[src/rtl/rd_pkg.sv]
// Package: shared encodings for the bridge routing decoder.
// Assumes a 64-bit address space for all rebuilt windows.
package rd_pkg;
    localparam int ADDR_W = 64;

    typedef enum logic [1:0] {
        KIND_CFG = 2'd0,
        KIND_MEM = 2'd1,
        KIND_IO  = 2'd2,
        KIND_CPL = 2'd3
    } req_kind_e;

    typedef enum logic [1:0] {
        ROUTE_NONE    = 2'd0,
        ROUTE_FWD     = 2'd1,
        ROUTE_CONSUME = 2'd2,
        ROUTE_UR      = 2'd3
    } route_e;

    typedef enum logic [1:0] {
        WIN_IO    = 2'd0,
        WIN_MEM32 = 2'd1,
        WIN_PF64  = 2'd2
    } win_kind_e;
endpackage

[src/rtl/rd_range_cmp.sv]
// Module: inclusive range comparator.
// Reports whether the range is open (hi >= lo) and whether val lies in it.
// Assumes unsigned operands of equal width.
module rd_range_cmp #(
    parameter int W = 64
) (
    input  logic [W-1:0] lo,
    input  logic [W-1:0] hi,
    input  logic [W-1:0] val,
    output logic         open,
    output logic         hit
);
    // Range is usable only when its top is not below its bottom.
    always_comb begin
        open = (hi >= lo);
        hit  = open && (val >= lo) && (val <= hi);
    end
endmodule

[src/rtl/rd_window_build.sv]
// Module: rebuilds a full 64-bit base and limit from raw truncated window
// registers. KIND picks the I/O, 32-bit memory or 64-bit-capable memory
// encoding. Assumes raw registers are presented in their stored form.
module rd_window_build
    import rd_pkg::*;
#(
    parameter win_kind_e KIND = WIN_IO
) (
    input  logic [15:0]       base_raw,
    input  logic [15:0]       limit_raw,
    input  logic [31:0]       base_up,
    input  logic [31:0]       limit_up,
    output logic [ADDR_W-1:0] base_addr,
    output logic [ADDR_W-1:0] limit_addr
);
    localparam logic [3:0] WIDE_CODE = 4'h1;

    generate
        if (KIND == WIN_IO) begin : g_io
            logic        wide;
            logic [15:0] b_hi, l_hi;
            logic        unused_io;
            // I/O: 4 KB granules, optional upper 16 bits.
            always_comb begin
                wide       = (base_raw[3:0] == WIDE_CODE);
                b_hi       = wide ? base_up[15:0]  : 16'h0;
                l_hi       = wide ? limit_up[15:0] : 16'h0;
                base_addr  = {32'h0, b_hi, base_raw[7:4],  12'h000};
                limit_addr = {32'h0, l_hi, limit_raw[7:4], 12'hFFF};
            end
            assign unused_io = ^{base_raw[15:8], limit_raw[15:8], limit_raw[3:0],
                                 base_up[31:16], limit_up[31:16]};
        end else if (KIND == WIN_MEM32) begin : g_mem
            logic unused_mem;
            // Non-prefetchable: 1 MB granules, fixed below 4 GB.
            always_comb begin
                base_addr  = {32'h0, base_raw[15:4],  20'h00000};
                limit_addr = {32'h0, limit_raw[15:4], 20'hFFFFF};
            end
            assign unused_mem = ^{base_raw[3:0], limit_raw[3:0], base_up, limit_up};
        end else begin : g_pf
            logic        wide;
            logic [31:0] b_hi, l_hi;
            logic        unused_pf;
            // Prefetchable: 1 MB granules, optional upper 32 bits.
            always_comb begin
                wide       = (base_raw[3:0] == WIDE_CODE);
                b_hi       = wide ? base_up  : 32'h0;
                l_hi       = wide ? limit_up : 32'h0;
                base_addr  = {b_hi, base_raw[15:4],  20'h00000};
                limit_addr = {l_hi, limit_raw[15:4], 20'hFFFFF};
            end
            assign unused_pf = ^limit_raw[3:0];
        end
    endgenerate
endmodule

[src/rtl/bridge_route_decoder.sv]
// Module: routing decision for one request or completion at a bridge.
// Config requests are steered by bus number, memory and I/O requests by address
// windows plus the bridge's own range, completions by requester bus.
// The result is registered: valid one clock after req_valid.
// Assumes the request fields are stable while req_valid is high.
module bridge_route_decoder
    import rd_pkg::*;
#(
    parameter int BUS_W = 8
) (
    input  logic              clk,
    input  logic              rst_n,
    input  logic              req_valid,
    input  logic [1:0]        req_kind,
    input  logic [BUS_W-1:0]  req_bus,
    input  logic [63:0]       req_addr,
    input  logic [BUS_W-1:0]  sec_bus,
    input  logic [BUS_W-1:0]  sub_bus,
    input  logic [7:0]        io_base_raw,
    input  logic [7:0]        io_limit_raw,
    input  logic [15:0]       io_base_up,
    input  logic [15:0]       io_limit_up,
    input  logic [15:0]       mem_base_raw,
    input  logic [15:0]       mem_limit_raw,
    input  logic [15:0]       pf_base_raw,
    input  logic [15:0]       pf_limit_raw,
    input  logic [31:0]       pf_base_up,
    input  logic [31:0]       pf_limit_up,
    input  logic [63:0]       own_lo,
    input  logic [63:0]       own_hi,
    input  logic              mem_space_en,
    input  logic              io_space_en,
    output logic              rsp_valid,
    output logic [1:0]        rsp_route,
    output logic              rsp_cfg_to_type0
);
    localparam int IO_AW = 32;

    logic [ADDR_W-1:0] io_b, io_l, np_b, np_l, pf_b, pf_l;
    logic [ADDR_W-1:0] io_addr;
    logic io_open, np_open, pf_open, own_open;
    logic io_hit, np_hit, pf_hit, own_mem_hit, own_io_hit, own_io_open;
    logic cpl_open, cpl_hit;
    logic cfg_t0, cfg_t1;
    route_e route_d;
    logic   t0_d;

    // I/O requests only carry 32 address bits.
    assign io_addr = {{(ADDR_W-IO_AW){1'b0}}, req_addr[IO_AW-1:0]};

    rd_window_build #(.KIND(WIN_IO)) u_io_win (
        .base_raw ({8'h0, io_base_raw}), .limit_raw({8'h0, io_limit_raw}),
        .base_up  ({16'h0, io_base_up}), .limit_up ({16'h0, io_limit_up}),
        .base_addr(io_b), .limit_addr(io_l));

    rd_window_build #(.KIND(WIN_MEM32)) u_np_win (
        .base_raw (mem_base_raw), .limit_raw(mem_limit_raw),
        .base_up  (32'h0), .limit_up (32'h0),
        .base_addr(np_b), .limit_addr(np_l));

    rd_window_build #(.KIND(WIN_PF64)) u_pf_win (
        .base_raw (pf_base_raw), .limit_raw(pf_limit_raw),
        .base_up  (pf_base_up), .limit_up (pf_limit_up),
        .base_addr(pf_b), .limit_addr(pf_l));

    rd_range_cmp #(.W(ADDR_W)) u_io_cmp  (.lo(io_b), .hi(io_l), .val(io_addr),
                                          .open(io_open), .hit(io_hit));
    rd_range_cmp #(.W(ADDR_W)) u_np_cmp  (.lo(np_b), .hi(np_l), .val(req_addr),
                                          .open(np_open), .hit(np_hit));
    rd_range_cmp #(.W(ADDR_W)) u_pf_cmp  (.lo(pf_b), .hi(pf_l), .val(req_addr),
                                          .open(pf_open), .hit(pf_hit));
    rd_range_cmp #(.W(ADDR_W)) u_own_mem (.lo(own_lo), .hi(own_hi), .val(req_addr),
                                          .open(own_open), .hit(own_mem_hit));
    rd_range_cmp #(.W(ADDR_W)) u_own_io  (.lo(own_lo), .hi(own_hi), .val(io_addr),
                                          .open(own_io_open), .hit(own_io_hit));
    rd_range_cmp #(.W(BUS_W))  u_cpl_cmp (.lo(sec_bus), .hi(sub_bus), .val(req_bus),
                                          .open(cpl_open), .hit(cpl_hit));

    logic unused_open;
    assign unused_open = ^{io_open, np_open, pf_open, own_open, own_io_open, cpl_open};

    // Bus-number classification for configuration requests.
    always_comb begin
        cfg_t0 = (req_bus == sec_bus);
        cfg_t1 = (req_bus > sec_bus) && (req_bus <= sub_bus);
    end

    // Next routing decision by request kind.
    always_comb begin
        route_d = ROUTE_NONE;
        t0_d    = 1'b0;
        if (req_valid) begin
            unique case (req_kind_e'(req_kind))
                KIND_CFG: begin
                    if (cfg_t0) begin
                        route_d = ROUTE_FWD;
                        t0_d    = 1'b1;
                    end else if (cfg_t1) begin
                        route_d = ROUTE_FWD;
                    end
                end
                KIND_MEM: begin
                    if (!mem_space_en)            route_d = ROUTE_UR;
                    else if (own_mem_hit)         route_d = ROUTE_CONSUME;
                    else if (np_hit || pf_hit)    route_d = ROUTE_FWD;
                    else                          route_d = ROUTE_UR;
                end
                KIND_IO: begin
                    if (!io_space_en)             route_d = ROUTE_UR;
                    else if (own_io_hit)          route_d = ROUTE_CONSUME;
                    else if (io_hit)              route_d = ROUTE_FWD;
                    else                          route_d = ROUTE_UR;
                end
                KIND_CPL: begin
                    if (cpl_hit)                  route_d = ROUTE_FWD;
                end
                default: route_d = ROUTE_NONE;
            endcase
        end
    end

    // Result register with synchronous reset.
    always_ff @(posedge clk) begin
        if (!rst_n) begin
            rsp_valid        <= 1'b0;
            rsp_route        <= ROUTE_NONE;
            rsp_cfg_to_type0 <= 1'b0;
        end else begin
            rsp_valid        <= req_valid;
            rsp_route        <= route_d;
            rsp_cfg_to_type0 <= t0_d;
        end
    end

    // result valid tracks the request strobe one clock later.
    assert_valid_lag_R12: assert property (@(posedge clk) disable iff (!rst_n)
        $past(rst_n) |-> (rsp_valid == $past(req_valid)));

    // an idle result carries no route and no conversion.
    assert_idle_quiet_R12: assert property (@(posedge clk) disable iff (!rst_n)
        !rsp_valid |-> (rsp_route == ROUTE_NONE && !rsp_cfg_to_type0));

    // the conversion flag only accompanies a forward.
    assert_t0_fwd_R1: assert property (@(posedge clk) disable iff (!rst_n)
        rsp_cfg_to_type0 |-> (rsp_route == ROUTE_FWD));

    // a config request aimed at the secondary bus is converted.
    assert_sec_convert_R1: assert property (@(posedge clk) disable iff (!rst_n)
        ($past(rst_n) && $past(req_valid) && $past(req_kind) == KIND_CFG
         && $past(req_bus) == $past(sec_bus)) |-> rsp_cfg_to_type0);

    // completions are never consumed or rejected.
    assert_cpl_route_R10: assert property (@(posedge clk) disable iff (!rst_n)
        ($past(rst_n) && $past(req_valid) && $past(req_kind) == KIND_CPL)
        |-> (rsp_route == ROUTE_NONE || rsp_route == ROUTE_FWD));

    // memory with space disabled is always rejected.
    assert_mem_gate_R11: assert property (@(posedge clk) disable iff (!rst_n)
        ($past(rst_n) && $past(req_valid) && $past(req_kind) == KIND_MEM
         && !$past(mem_space_en)) |-> (rsp_route == ROUTE_UR));
endmodule

[config.mk]
export PLATFORM = sky130hd
export DESIGN_NAME = bridge_route_decoder
export DESIGN_NICKNAME = d
export VERILOG_FILES = /design/src/rtl/rd_pkg.sv /design/src/rtl/rd_range_cmp.sv /design/src/rtl/rd_window_build.sv /design/src/rtl/bridge_route_decoder.sv
export SDC_FILE = /design/constraint.sdc
export NUM_CORES = 1
export LEC_CHECK = 0
export BUFFER_PORTS_ARGS = -buffer_cell sky130_fd_sc_hd__buf_2
export CAP_MARGIN = 20
export CORE_AREA = 2 2 158 160
export DETAILED_ROUTE_END_ITERATION = 10
export DIE_AREA = 0 0 160 162
export PLACE_DENSITY = 0.75
export SYNTH_ARGS = -nofsm -noshare
export SYNTH_HDL_FRONTEND = slang
export SYNTH_SLANG_ARGS = --single-unit
[constraint.sdc]
create_clock -name clk -period 4.25 [get_ports clk]
set_clock_uncertainty 0.05 [all_clocks]
set_input_delay 0.85 -clock clk [delete_from_list [all_inputs] [get_ports clk]]
set_output_delay 0.85 -clock clk [all_outputs]
set_load 0.01 [all_outputs]
==> impl_metrics.csv <==
group,metric,value,unit
status,run_status,"finished clean",
clock_network,total_clock_buffers_created_by_cts,3,
detailed_routing,drt-initial-drc-count,758,
clock_network,number_of_setup_buffers_added_after_cts,0,
logic_synthesis,synth_seq_area_share,0.714,%
sta,fin_max_slew_vios,0,
clock_network,cts-root-to-sink-buffers,2,
floorplanning,die_height,162,um
logic_synthesis,synth.ff_latch_count,4,
sta,setup_violations,0,
placed_design,number_of_input_and_output_port_buffers_inserted,386,
sta,tightest_slew,734,ps
detailed_routing,drtAntennaViolNets,0,
grt,grt_antenna_before_repair,9,
final_layout,nets_finish,2762,
sta,worst_slack,184,ps
grt,global_route.usage.total,30.6,%
floorplanning,fp.dieW,160,um
placed_design,detailed_place_hpwl,36.8,mm
grt,vias_in_the_first_global_route,13200,
floorplanning,fp-row-count,57,
critical_path,crit_family,"simple AND/OR/NAND/NOR gates",
clock_network,cts.repair.resized,0,
critical_path,worst_path_max_delay_cell,"sky130_fd_sc_hd__nor4_2",
critical_path,path_cells,"buf_2 -> nor4b_2 -> buf_12 -> nand2_1 -> ha_1 -> nand4_1 -> nor4_1 -> buf_4 -> nand2_1 -> nor4b_1 -> a21oi_1 -> nor4_2 -> o21a_1 -> o22ai_1",
critical_path,cp-end-kind,"flop",
sta,finalWorstPathRequiredPeriod,4070,ps
final_layout,final_layout_size_suffix_gt1_share,21.5,%
floorplanning,overall_die_area,25900,sq um
detailed_routing,drt_pre_antenna_iters,5,
logic_synthesis,synth_cell_types,60,
grt,grt_first_pass_wirelength,64.2,mm
sta,rsz0062_at_grt,"false",
detailed_routing,routed_wl,41.0,mm
pwr,power_frac_seq,3.0,%
sta,finalHoldViolations,0,
logic_synthesis,yosys_warnings,0,
pwr,internal-power,681,uW
sta,relSlewSlack,50.6,%
critical_path,worstPathMaxFanout,32,
pwr,pwrdens,98.5,nW/um^2
floorplanning,io-pin-count,403,
run,cap_viol_max_count,0,
detailed_routing,drt-vias-per-instance,5.78,
sta,max_clock_freq,0.246,GHz
clock_network,worst_setup_hold_path_clk_slew,30,ps
detailed_routing,route.detailed.drc,0,
detailed_routing,dr_total_vias,13000,
final_layout,final_cell_count_no_fill,2248,
pwr,p_clk_share,10.8,%
pwr,p_switching,673,uW
logic_synthesis,post_synth_inst_count,1529,
grt,grt_max_degree,33,
floorplanning,core,24100,sq um
logic_synthesis,synth.net_count,2369,
final_layout,area.growth.synth_to_final,22.5,%
placed_design,detailedPlace.worstSlack,-194,ps
hold_path,worstHoldPathType,"primary input to flop",
logic_synthesis,synth_enable_flop_cells,0,
clock_network,tritoncts_clock_tree,"built",
pwr,swShare,49.7,%
pwr,final_power,1350,uW
pwr,power.leakage,0.00816,uW
logic_synthesis,syn_avg_cell_area,7.34,sq um
critical_path,worstPathRequired,4290,ps
clock_network,ctsHoldBuffers,0,
critical_path,most_frequent_cell_on_critical_path,"sky130_fd_sc_hd__nand2_1",
placed_design,post_place_cells,2241,
floorplanning,starting_density_of_the_core,46.5,%
pwr,comb_power_share,86.2,%
logic_synthesis,most_frequently_used_flop_master_after_synthesis,"sky130_fd_sc_hd__dfxtp_1",
clock_network,h-tree-depth,1,
critical_path,timing.critical_path.arrival,4110,ps
placed_design,globalplace.congestion,0.972,
detailed_routing,wire_per_inst,18.3,um
grt,grt_remaining_overflow,0,
clock_network,numClockSinks,4,
pwr,max_ir_drop_vdd,0.000319,V
critical_path,timing.critical_path.buf_inv,3,
logic_synthesis,synthArstFlopShare,0,%
critical_path,crit_path_start_kind,"primary input",
sta,period_share,95.7,%
clock_network,clockRootBuffer,"sky130_fd_sc_hd__clkbuf_16",
critical_path,max_stage_delay,490,ps
sta,hold_slack,834,ps
critical_path,timing.setup.critical_path_class,"primary input to flop",
logic_synthesis,mapped_cell_area,11200,sq um
-- routing by layer --
layer  routed length, um  vias to the layer above  GRT usage [%]  part of all wire (%)
met5                  52                        -              0                  0.13
li1                    -                     6430              -                     -
met1               16800                     5950           35.3                    41
met2               19900                      511           57.4                    48
met3                2670                       93           3.88                   6.5
met4                1620                        8           11.6                   4.0
-- power by group through the flow --
stage | logic (uW) | registers (uW) | clock network, uW
finish | 1170 | 40.0 | 147
CTS | 1160 | 40.0 | 148
detailed placement | 1150 | 40.4 | 0
floorplan | 654 | 41.2 | 0
global route | 1320 | 40.1 | 154
global placement | 1100 | 40.4 | 0
-- cell usage after synthesis, types with 3 or more instances --
| master | number | area, sq um |
|---|---|---|
| sky130_fd_sc_hd__and2_1 | 3 | 18.8 |
| sky130_fd_sc_hd__a211oi_1 | 18 | 135 |
| sky130_fd_sc_hd__or3_1 | 5 | 31.3 |
| sky130_fd_sc_hd__inv_1 | 258 | 968 |
| sky130_fd_sc_hd__o31ai_1 | 5 | 37.5 |
| sky130_fd_sc_hd__nor4_1 | 40 | 250 |
| sky130_fd_sc_hd__nor2_1 | 53 | 199 |
| sky130_fd_sc_hd__o2111ai_1 | 5 | 43.8 |
| sky130_fd_sc_hd__clkbuf_1 | 11 | 41.3 |
| sky130_fd_sc_hd__a221oi_1 | 8 | 70.1 |
| sky130_fd_sc_hd__o211ai_1 | 6 | 45.0 |
| sky130_fd_sc_hd__a21o_1 | 69 | 518 |
| sky130_fd_sc_hd__nand2_1 | 164 | 616 |
| sky130_fd_sc_hd__nor3_1 | 14 | 70.1 |
| sky130_fd_sc_hd__and4_1 | 9 | 78.8 |
| sky130_fd_sc_hd__nand4_1 | 85 | 532 |
| sky130_fd_sc_hd__a31oi_1 | 5 | 31.3 |
| sky130_fd_sc_hd__ha_1 | 441 | 5520 |
| sky130_fd_sc_hd__o21ai_0 | 52 | 260 |
| sky130_fd_sc_hd__dfxtp_1 | 4 | 80.1 |
| sky130_fd_sc_hd__a221o_1 | 5 | 50.1 |
| sky130_fd_sc_hd__nor2b_1 | 17 | 106 |
| sky130_fd_sc_hd__nor4b_1 | 5 | 43.8 |
| sky130_fd_sc_hd__or2_2 | 3 | 18.8 |
| sky130_fd_sc_hd__a2111oi_0 | 5 | 43.8 |
| sky130_fd_sc_hd__nand2b_1 | 7 | 43.8 |
| sky130_fd_sc_hd__o21a_1 | 12 | 90.1 |
| sky130_fd_sc_hd__a21oi_1 | 143 | 716 |
| sky130_fd_sc_hd__a211o_1 | 3 | 26.3 |
| sky130_fd_sc_hd__nand3_1 | 32 | 160 |
-- cells by family (layout without fill, tap and decap cells) --
group / Yosys count / after routing / share of synthesized area, %
other: 0 / 4 / 0
multiplexers: 1 / 1 / 0.100
flip-flops: 4 / 4 / 0.714
AND/OR/NAND/NOR: 449 / 449 / 20.3
AO/OA/AOI/OAI: 365 / 365 / 20.7
buffers and inverters: 269 / 660 / 9.00
adder cells (fa/ha/maj): 441 / 441 / 49.2
-- through the flow --
| step | area [sq um] | setup TNS (ps) | utilization, % |
|---|---|---|---|
| 6_report | 13700 | 0 | 57.0 |
| 2_1_floorplan | 11200 | 0 | - |
| 3_5_place_dp | 13600 | -194 | 56.6 |
| 5_1_grt | 13700 | 0 | 57.0 |
| 4_1_cts | 13700 | 0 | 56.9 |
| 3_3_place_gp | 13600 | -95.7 | 56.6 |
-- worst paths after layout --
check / startpoint / to / slack (ps) / depth (start not counted)
max: pf_base_raw[1] / rsp_route[1] / 180 / 14
min: req_kind[0] / rsp_cfg_to_type0 / 830 / 2
-- cell type report --
class / instances / area, sq um
diodes: 4 / 10.0
clock buffers: 3 / 75.1
inverters: 258 / 968
flip-flops and latches: 4 / 80.1
well taps: 324 / 405
multi-input cells: 1256 / 10100
fillers: 2405 / 10400
repair buffers: 399 / 2050
-- cell usage in the layout (no fill, tap or decap), types with 12 or more instances in the layout --
cell / netlist / final
sky130_fd_sc_hd__nand3_1: 32 / 32
sky130_fd_sc_hd__inv_1: 258 / 258
sky130_fd_sc_hd__nand2_1: 164 / 164
sky130_fd_sc_hd__a21oi_1: 143 / 143
sky130_fd_sc_hd__nor2b_1: 17 / 17
sky130_fd_sc_hd__nor3_1: 14 / 14
sky130_fd_sc_hd__buf_2: 0 / 386
sky130_fd_sc_hd__nor2_1: 53 / 53
sky130_fd_sc_hd__nor4_1: 40 / 39
sky130_fd_sc_hd__a211oi_1: 18 / 18
sky130_fd_sc_hd__o21a_1: 12 / 12
sky130_fd_sc_hd__nand4_1: 85 / 85
sky130_fd_sc_hd__a21o_1: 69 / 69
sky130_fd_sc_hd__ha_1: 441 / 441
sky130_fd_sc_hd__o21ai_0: 52 / 52
-- registers in the layout, indices dropped and copies added (netlist names) --
register	count
rsp_valid	1
rsp_cfg_to_type0	1
rsp_route	2
Power figures use the tool's default switching activity.
